[src/rtl/irq_pkg.sv]
`timescale 1ns/1ps
// Shared definitions for the interrupt resolver.
// Assumes: command codes are decoded upstream into a 3-bit field.
package irq_pkg;

    typedef enum logic [2:0] {
        OP_NOP          = 3'd0,
        OP_EOI_TOP      = 3'd1,
        OP_EOI_IDX      = 3'd2,
        OP_EOI_TOP_ROT  = 3'd3,
        OP_EOI_IDX_ROT  = 3'd4,
        OP_SET_LOWEST   = 3'd5,
        OP_AUTO_ROT_ON  = 3'd6,
        OP_AUTO_ROT_OFF = 3'd7
    } irq_op_e;

endpackage

[src/rtl/irq_req_latch.sv]
`timescale 1ns/1ps
// Request capture stage: one slice per input line.
// Edge mode latches a rising edge until the winner is acknowledged;
// level mode passes the line straight through and keeps the latch empty.
// Assumes: lines are already synchronous to clk.
module irq_req_latch #(
    parameter int N_SRC = 8
) (
    input  logic             clk,
    input  logic             rst_n,
    input  logic [N_SRC-1:0] line_i,
    input  logic             level_i,
    input  logic [N_SRC-1:0] take_oh_i,
    output logic [N_SRC-1:0] req_o
);

    for (genvar g = 0; g < N_SRC; g++) begin : g_slice
        logic prev_q;
        logic held_q;

        // Track the previous line value and the latched edge request.
        always_ff @(posedge clk) begin
            if (!rst_n) begin
                prev_q <= 1'b0;
                held_q <= 1'b0;
            end else begin
                prev_q <= line_i[g];
                if (level_i)
                    held_q <= 1'b0;
                else if (line_i[g] && !prev_q)
                    held_q <= 1'b1;
                else if (take_oh_i[g])
                    held_q <= 1'b0;
            end
        end

        // Present either the live line or the latched edge.
        assign req_o[g] = level_i ? line_i[g] : held_q;
    end

endmodule

[src/rtl/irq_prio_rank.sv]
`timescale 1ns/1ps
// Rotating priority encoder.
// Rank 0 is the input just above low_i (mod N_SRC); returns the best rank set.
// Assumes: N_SRC is a power of two so index arithmetic wraps naturally.
module irq_prio_rank #(
    parameter int N_SRC = 8,
    localparam int IDX_W = $clog2(N_SRC)
) (
    input  logic [N_SRC-1:0] vec_i,
    input  logic [IDX_W-1:0] low_i,
    output logic             any_o,
    output logic [IDX_W-1:0] rank_o
);

    // Scan from worst rank to best so the best hit is the last assignment.
    always_comb begin
        logic [IDX_W-1:0] cand;
        any_o  = 1'b0;
        rank_o = '0;
        for (int r = N_SRC - 1; r >= 0; r--) begin
            cand = low_i + IDX_W'(r + 1);
            if (vec_i[cand]) begin
                any_o  = 1'b1;
                rank_o = IDX_W'(r);
            end
        end
    end

endmodule

[src/rtl/irq_isr_ctrl.sv]
`timescale 1ns/1ps
// In-service register, lowest-rank pointer and automatic-rotation flag.
// Applies acknowledges and decoded end-of-interrupt / priority commands.
// Assumes: take_oh_i is one-hot or zero and matches take_idx_i.
module irq_isr_ctrl
    import irq_pkg::*;
#(
    parameter int N_SRC = 8,
    localparam int IDX_W = $clog2(N_SRC)
) (
    input  logic             clk,
    input  logic             rst_n,
    input  logic             take_i,
    input  logic [N_SRC-1:0] take_oh_i,
    input  logic [IDX_W-1:0] take_idx_i,
    input  logic             auto_eoi_i,
    input  logic             cmd_valid_i,
    input  irq_op_e          cmd_op_i,
    input  logic [IDX_W-1:0] cmd_idx_i,
    output logic [N_SRC-1:0] isr_o,
    output logic [IDX_W-1:0] low_o
);

    logic [N_SRC-1:0] isr_q;
    logic [IDX_W-1:0] low_q;
    logic             auto_rot_q;
    logic             top_any;
    logic [IDX_W-1:0] top_rank;
    logic [IDX_W-1:0] top_idx;
    logic [N_SRC-1:0] clr_oh;
    logic             load_low;
    logic [IDX_W-1:0] next_low;

    irq_prio_rank #(.N_SRC(N_SRC)) u_top_rank (
        .vec_i  (isr_q),
        .low_i  (low_q),
        .any_o  (top_any),
        .rank_o (top_rank)
    );

    // Convert the best in-service rank back to an input index.
    assign top_idx = low_q + top_rank + IDX_W'(1);

    // Decode the command into a clear mask and an optional pointer load.
    always_comb begin
        clr_oh   = '0;
        load_low = 1'b0;
        next_low = low_q;
        if (cmd_valid_i) begin
            unique case (cmd_op_i)
                OP_EOI_TOP: begin
                    if (top_any) clr_oh = N_SRC'(1) << top_idx;
                end
                OP_EOI_TOP_ROT: begin
                    if (top_any) begin
                        clr_oh   = N_SRC'(1) << top_idx;
                        load_low = 1'b1;
                        next_low = top_idx;
                    end
                end
                OP_EOI_IDX: begin
                    clr_oh = N_SRC'(1) << cmd_idx_i;
                end
                OP_EOI_IDX_ROT: begin
                    clr_oh   = N_SRC'(1) << cmd_idx_i;
                    load_low = 1'b1;
                    next_low = cmd_idx_i;
                end
                OP_SET_LOWEST: begin
                    load_low = 1'b1;
                    next_low = cmd_idx_i;
                end
                default: ;
            endcase
        end
    end

    // Update service bits, rotation flag and lowest-rank pointer.
    always_ff @(posedge clk) begin
        if (!rst_n) begin
            isr_q      <= '0;
            low_q      <= IDX_W'(N_SRC - 1);
            auto_rot_q <= 1'b0;
        end else begin
            isr_q <= (isr_q | ((take_i && !auto_eoi_i) ? take_oh_i : '0)) & ~clr_oh;
            if (cmd_valid_i && cmd_op_i == OP_AUTO_ROT_ON)
                auto_rot_q <= 1'b1;
            else if (cmd_valid_i && cmd_op_i == OP_AUTO_ROT_OFF)
                auto_rot_q <= 1'b0;
            if (load_low)
                low_q <= next_low;
            else if (take_i && auto_eoi_i && auto_rot_q)
                low_q <= take_idx_i;
        end
    end

    assign isr_o = isr_q;
    assign low_o = low_q;

endmodule

[src/rtl/irq_resolver.sv]
`timescale 1ns/1ps
// Prioritized interrupt resolver: capture, mask, rank against in-service
// sources, hand over the winner on acknowledge or poll.
// Assumes: int_ack and poll are single-cycle pulses; config is static
// around acknowledges.
module irq_resolver
    import irq_pkg::*;
#(
    parameter int N_SRC = 8,
    parameter int VEC_W = 8,
    localparam int IDX_W  = $clog2(N_SRC),
    localparam int BASE_W = VEC_W - IDX_W
) (
    input  logic              clk,
    input  logic              rst_n,
    input  logic [N_SRC-1:0]  irq_in,
    input  logic              cfg_level,
    input  logic              cfg_auto_eoi,
    input  logic              cfg_special_mask,
    input  logic [BASE_W-1:0] cfg_vec_base,
    input  logic              mask_we,
    input  logic [N_SRC-1:0]  mask_wdata,
    input  logic              cmd_valid,
    input  logic [2:0]        cmd_op,
    input  logic [IDX_W-1:0]  cmd_idx,
    input  logic              int_ack,
    input  logic              poll,
    output logic              int_req,
    output logic [VEC_W-1:0]  vec_out,
    output logic [VEC_W-1:0]  poll_data
);

    logic [N_SRC-1:0] mask_q;
    logic [N_SRC-1:0] req_raw;
    logic [N_SRC-1:0] req_elig;
    logic [N_SRC-1:0] isr_w;
    logic [N_SRC-1:0] blk_vec;
    logic [N_SRC-1:0] win_oh;
    logic [IDX_W-1:0] low_w;
    logic [IDX_W-1:0] req_rank;
    logic [IDX_W-1:0] blk_rank;
    logic [IDX_W-1:0] win_idx;
    logic             req_any;
    logic             blk_any;
    logic             take;

    // Hold the source mask.
    always_ff @(posedge clk) begin
        if (!rst_n)
            mask_q <= '0;
        else if (mask_we)
            mask_q <= mask_wdata;
    end

    irq_req_latch #(.N_SRC(N_SRC)) u_latch (
        .clk       (clk),
        .rst_n     (rst_n),
        .line_i    (irq_in),
        .level_i   (cfg_level),
        .take_oh_i (win_oh & {N_SRC{take}}),
        .req_o     (req_raw)
    );

    // Enabled requests and the in-service set that may block them.
    assign req_elig = req_raw & ~mask_q;
    assign blk_vec  = cfg_special_mask ? (isr_w & ~mask_q) : isr_w;

    irq_prio_rank #(.N_SRC(N_SRC)) u_req_rank (
        .vec_i  (req_elig),
        .low_i  (low_w),
        .any_o  (req_any),
        .rank_o (req_rank)
    );

    irq_prio_rank #(.N_SRC(N_SRC)) u_blk_rank (
        .vec_i  (blk_vec),
        .low_i  (low_w),
        .any_o  (blk_any),
        .rank_o (blk_rank)
    );

    // Winner must strictly outrank all blocking service.
    assign int_req = req_any && (!blk_any || (req_rank < blk_rank));
    assign win_idx = low_w + req_rank + IDX_W'(1);
    assign win_oh  = int_req ? (N_SRC'(1) << win_idx) : '0;
    assign take    = (int_ack || poll) && int_req;

    irq_isr_ctrl #(.N_SRC(N_SRC)) u_isr (
        .clk         (clk),
        .rst_n       (rst_n),
        .take_i      (take),
        .take_oh_i   (win_oh),
        .take_idx_i  (win_idx),
        .auto_eoi_i  (cfg_auto_eoi),
        .cmd_valid_i (cmd_valid),
        .cmd_op_i    (irq_op_e'(cmd_op)),
        .cmd_idx_i   (cmd_idx),
        .isr_o       (isr_w),
        .low_o       (low_w)
    );

    // Vector and poll word for the current winner.
    assign vec_out   = {cfg_vec_base, win_idx};
    assign poll_data = int_req ? {1'b1, {(VEC_W-1-IDX_W){1'b0}}, win_idx} : '0;

endmodule

[config.mk]
export PLATFORM = sky130hd
export DESIGN_NAME = irq_resolver
export DESIGN_NICKNAME = d
export VERILOG_FILES = /design/src/rtl/irq_pkg.sv /design/src/rtl/irq_req_latch.sv /design/src/rtl/irq_prio_rank.sv /design/src/rtl/irq_isr_ctrl.sv /design/src/rtl/irq_resolver.sv
export SDC_FILE = /design/constraint.sdc
export NUM_CORES = 1
export LEC_CHECK = 0
export ABC_AREA = 1
export BUFFER_PORTS_ARGS = -buffer_cell sky130_fd_sc_hd__buf_4
export CAP_MARGIN = 25
export CORE_MARGIN = 1.5
export CORE_UTILIZATION = 57
export CTS_CLUSTER_SIZE = 10
export DETAILED_ROUTE_END_ITERATION = 7
export PLACE_DENSITY = 0.84
export SLEW_MARGIN = 20
export SYNTH_ARGS = -nofsm -noshare
export SYNTH_HDL_FRONTEND = slang
export SYNTH_SLANG_ARGS = --single-unit
[constraint.sdc]
create_clock -name clk -period 5.2 [get_ports clk]
set_input_delay 1.04 -clock clk [delete_from_list [all_inputs] [get_ports clk]]
set_output_delay 1.04 -clock clk [all_outputs]
set_load 0.01 [all_outputs]
**After elaboration in Yosys (flattened, before gate mapping)**

Cells that the tools add are included.

- Flip-flop bits (word level): 36
- Latch bits: 0
- Memory bits (writable): 0
- Memory bits (read-only): 0
- Bits of input ports: 36
- Word-level logic and storage cells: 240
- Memories kept: 0

- Add/sub/neg operators: 11
- Multipliers: 0
- Div/mod/pow operators: 0
- Magnitude comparators: 9
- Equality and inequality tests: 10
- Shift-type cells: 3
- Multiplexer cells: 137
- Bitwise gates (word level): 8
- Reductions and logical operators: 42

Operators by type and width:

| cell | number |
|---|---|
| $mux W3 | 28 |
| $mux W1 | 76 |
| $bmux W1 S3 | 24 |
| $mux W8 | 6 |
| $and A8 B8 Y8 | 4 |
| $lt A3 B4 Y1 const B | 8 |
| $shl A1 B3 Y8 const A | 3 |
| $reduce_bool A2 Y1 | 10 |
| $not A8 Y8 | 2 |
| $pmux W8 S2 | 1 |
| $logic_and A1 B1 Y1 | 15 |
| $add A3 B3 Y3 const B | 4 |
| $eq A3 B3 Y1 const B | 4 |
| $logic_not A1 Y1 | 10 |
| $add A3 B1 Y3 const B | 3 |
| $or A8 B8 Y8 | 1 |
| $reduce_or A2 Y1 | 4 |
| $add A3 B2 Y3 const B | 2 |
| $add A3 B3 Y3 | 2 |
| $eq A3 B2 Y1 const B | 2 |
| $pmux W3 S2 | 1 |
| $reduce_and A4 Y1 | 1 |
| $eq A3 B1 Y1 const B | 1 |
| $lt A3 B3 Y1 | 1 |
| other kinds (6) | 7 |

**Depth between registers and ports, before layout**

- Depth in word-level cells: 21
- Gate-level depth with buffers: 27

**Hierarchy**

Synthesis repeated with hierarchy kept, for this count alone.

- Cells, all modules: 653
- Area, all modules: 3772.4 sq um

Modules (own cells, without submodules):

| module | times used | cells each | area each (sq um) | seq. area each (sq um) |
|---|---|---|---|---|
| irq_prio_rank | 3 | 92 | 449.2 | 0.0 |
| irq_isr_ctrl | 1 | 139 | 858.3 | 240.2 |
| irq_resolver | 1 | 138 | 855.8 | 160.2 |
| irq_req_latch | 1 | 100 | 710.7 | 320.3 |

**Least setup slack after synthesis**

Ideal clock, no wire load.

- Kind: input to output
- Start: input cfg_level
- End: output poll_data[2]
- Arrival: 3.359 ns
- Data required time: 4.160 ns
- Path slack: 0.801 ns
- Stages on the path: 22
- Path buffers: 1
- Cells stage by stage: buf_2 > inv_2 > nand2_1 > nand2_1 > nand2_1 > nand2_1 > nand2_1 > nand2_1 > nand3_1 > nand2_1 > nand2_1 > nand2_1 > nand2_1 > nand2_1 > nand2_1 > nand2_1 > nand2_1 > ha_1 > fa_1 > xor2_1 > xor2_2 > nor2_1

- Cells in the longest elaborated chain, start to end: 16
- Elaborated cells between the ends (all ways): 47

Ends and longest elaborated chain:

| element | RTL line | source |
|---|---|---|
| from (decl) | irq_resolver.sv:17 | `input logic cfg_level,` |
| $mux W1 | irq_req_latch.sv:38 | `assign req_o[g] = level_i ? line_i[g] : held_q;` |
| $and A8 B8 Y8 (*) | irq_resolver.sv:65 | `assign req_elig = req_raw & ~mask_q;` |
| branches (longest 13 deep; another with $add A3 B3 Y3) | -- |  |
| $mux W8 (*) | irq_resolver.sv:104 | `assign poll_data = int_req ? {1'b1, {(VEC_W-1-IDX_W){1'b0}}, win_idx} : '0;` |
| to (decl) | irq_resolver.sv:30 | `output logic [VEC_W-1:0] poll_data` |

Mark *: on every way between the ends. The select of a mux whose other input is x is not followed.

**Final worst setup path**

Ends and elaborated chain as after synthesis.

==> results summary <==
The run finished with clean final reports. The total area of sequential cells came out at slightly above 700 um^2. The upper clock frequency limit came out at between 0.2 and 0.25 GHz.

The critical path class is primary input to output port. The multi-input logic area came out at around 2200 um^2. The initial antenna violation count is 0. The count of unique library cells instantiated by Yosys is ~40. The routed wire length on met2 came out at between 4000 and 5000 um. The number of violations reported at the end of detailed-routing iteration 0 came out at approximately 290.

The max-slew violation count is 0. The placeable core area came out at 5610 um^2. The detailed-route via count is between 3000 and 4000. The number of routed nets with antenna violations is 0. After detailed routing, the average wire length per cell comes to ~14 um. The DRC violation count after routing came out at 0. The biggest area contributor in the post-synthesis netlist is dfxtp_1. Setup repair after global routing left no endpoint under its margin. On the final layout, the worst clock skew is around 0.0096 ns. The share of the clock period used by the worst path is 93.8%.

In this run the tightest slew margin relative to its limit is 52.3%. The die covers 6410 um^2. The fraction of synthesized cell area taken by the top area cell type is 21.3%. Among all flip-flop cells after synthesis, the most frequent one is dfxtp_1. The number of maximum-capacitance violations is 0. The global placer's final weighted congestion came out at just under 1.

The post-synthesis sequential element count is 36. STA puts the critical path data required time at roughly 4.2 ns. The final setup TNS is 0 ns. The total number of nets in the final design is 647. The sum of net half-perimeters after detailed placement came out at 7710 um. The synthesized area per cell came out at 5.88 um^2.

During I/O placement, the number of pins put on the boundary was between 50 and 60. The element type at the critical path end is an output port. The port buffer count came out at 38. The highest fanout seen on the critical path came out at 9. The H-tree depth is 2.

In this run, post-CTS hold repair placed 0 buffers. In the detailed route, the total length drawn on met3 is about 700 um. The number of rows in the core area is 27.

The netlist area before placement came out at roughly 3400 um^2. The via count of the first global-routing pass is about 3400. For this configuration, the core starts out at a cell density of approximately three fifths. The number of instances in the placed design is 668. The pin count of the biggest net entering global routing is 30.

The die is approximately 80 um wide. For this run the aggregate overflow at the end of global routing stands at 0. The non-filler instance count after layout came out at between 600 and 700. After clock tree synthesis, the clock-pin slew on the worst setup and hold paths is around 0.080 ns. The actual slew at the worst max-slew pin came out at 0.715 ns. The data arrival time of the critical path is roughly 3.8 ns. The number of antenna cells inserted is 0.

The per-cell via count in the routed design is approximately 5.6. The overall fraction of global-route tracks in use is between 30% and 40%. The number of failing setup endpoints in the final timing report is 0. The post-synthesis to final-layout area growth is 10.9%. The root cell of the clock tree is clkbuf_8. The first global-routing pass estimated approximately 16000 um of wire.

The total count of hold-check failures in the final report came to 0. The number of buffers on the longest clock path is 2. The sequential element share of the synthesized area is about a fifth. Yosys printed 0 warnings. Synthesis produced a netlist whose cell count is between 500 and 600. The number of setup buffers added after CTS is 0. Of all flip-flops after synthesis, the portion carrying an async set or reset was 0%. Signal routing reaches up to met4. The clock net sink count came out at 36. After filler insertion, the fill cell instance count of the layout stands at between 500 and 600. The count of instances resized after the clock tree is built came out at 0.

The number of detailed-routing iterations run before antenna repair came out at 6. The insertion delay to the later sink of the worst-skew pair came out at around 0.3 ns. STA classifies the critical path startpoint as a primary input. TritonCTS built the clock tree.

The total wirelength of the detailed-routed design is ~9500 um. In this run the worst hold path is classified as flop to flop. The routed length on met1 is roughly 4000 um. The number of flops mapped to enable cells by yosys is 0. The minimum clock period after layout came out at between 4 and 5 ns. After synthesis, the cell types taking the most area are dfxtp_1 21%, nand2_1 20%, nand3_1 9.5%. Cells with a size suffix above 1 make up between 10% and 20% of the layout. The die is ~80 um tall. The number of clock buffers added by TritonCTS is 5.
final timing paths:
path	startpoint	slack [ns]	endpoint	depth (start not counted)
hold / removal	u_isr.auto_rot_q	0.45	u_isr.auto_rot_q	2
setup / recovery	cfg_level	0.32	poll_data[2]	23
hold reg to reg	u_isr.auto_rot_q	0.45	u_isr.auto_rot_q	2
setup reg to reg	u_isr.low_o[2]	1.45	u_isr.isr_o[7]	19
Yosys cell counts (2+ instances only):
cell / instances
nand2_1: 184
nand3_1: 64
inv_1: 61
nor2_1: 41
dfxtp_1: 36
a21oi_1: 32
nand4_1: 20
o21ai_1: 16
o21ai_0: 15
buf_4: 12
inv_2: 11
nor2_2: 9
o22ai_1: 8
clkbuf_1: 7
buf_2: 6
ha_1: 6
or2_2: 5
xor2_2: 5
a31oi_1: 4
mux2i_1: 4
buf_1: 3
nand2_2: 3
and2_1: 2
fa_1: 2
nor3_1: 2
o211ai_1: 2
o21a_1: 2
through the flow:
| step | util, % | hold WS, ns | area [um^2] | setup slack, ns |
|---|---|---|---|---|
| after floorplan | - | 0.424 | 3400 | 0.801 |
| after global placement | 65.3 | 0.444 | 3660 | 0.504 |
| after detailed placement | 65.3 | 0.446 | 3660 | 0.373 |
| after CTS | 67.0 | 0.458 | 3760 | 0.352 |
| after global routing | 67.0 | 0.493 | 3760 | 0.114 |
| final | 67.0 | 0.455 | 3760 | 0.320 |
cell usage in the layout (no fill, tap or decap), types with 3 or more instances in the layout:
cell and count:
o21ai_1 16, clkbuf_8 5, inv_2 11, nand2_2 3
nand2_1 184, a21oi_1 32, ha_1 6, a31oi_1 4
xor2_2 5, or2_2 5, o22ai_1 8, nor2_1 41
nor2_2 9, dfxtp_1 36, nand4_1 20, conb_1 4
nand3_1 64, buf_4 46, inv_1 61, mux2i_1 4
o21ai_0 15
flip-flops by register name, indices dropped and copies added (netlist names):
register,cells
mask_q,8
u_isr.auto_rot_q,1
u_isr.isr_o,8
u_isr.low_o,3
u_latch.g_slice.held_q,8
u_latch.g_slice.prev_q,8
area by class of cell:
class	instances	share of cell area, %
multi-input cells	442	59.6
inverters	72	7.20
well taps	72	2.40
flip-flops and latches	36	19.2
clock buffers	5	1.83
repair buffers	46	9.19
clock inverters	3	0.633
logic make-up after synthesis:
logic type / Yosys count / share of synthesized area [%]
compound gates: 83 / 13.4
simple gates: 335 / 43.7
fa+ha+maj: 8 / 3.40
xor+xnor: 8 / 3.95
buf+inv: 101 / 13.0
mux: 4 / 1.18
flops: 36 / 21.3
other cells: 1 / 0.111
worst max-delay path, stage by stage:
cell	delay (ns)
buf_4	0.14
inv_2	0.12
nand2_1	0.06
nand2_1	0.09
nand2_1	0.06
nand2_1	0.05
nand2_1	0.06
nand2_1	0.08
nand3_1	0.07
nand2_1	0.11
nand2_1	0.06
nand2_1	0.05
nand2_1	0.04
nand2_1	0.06
nand2_1	0.05
nand2_1	0.06
nand2_1	0.07
ha_1	0.21
fa_1	0.38
xor2_1	0.37
xor2_2	0.33
nor2_1	0.10
buf_4	0.15
metal layers:
metal | vias to the layer above | global-route usage [%]
li1 | 1903 | -
met1 | 1685 | 39.9
met4 | 0 | 12.8
met3 | 32 | 5.11
met2 | 164 | 52.4
met5 | - | 0
Power is not shown: default switching activity piles up to over one toggle a cycle in this logic, so the estimate is an artifact.
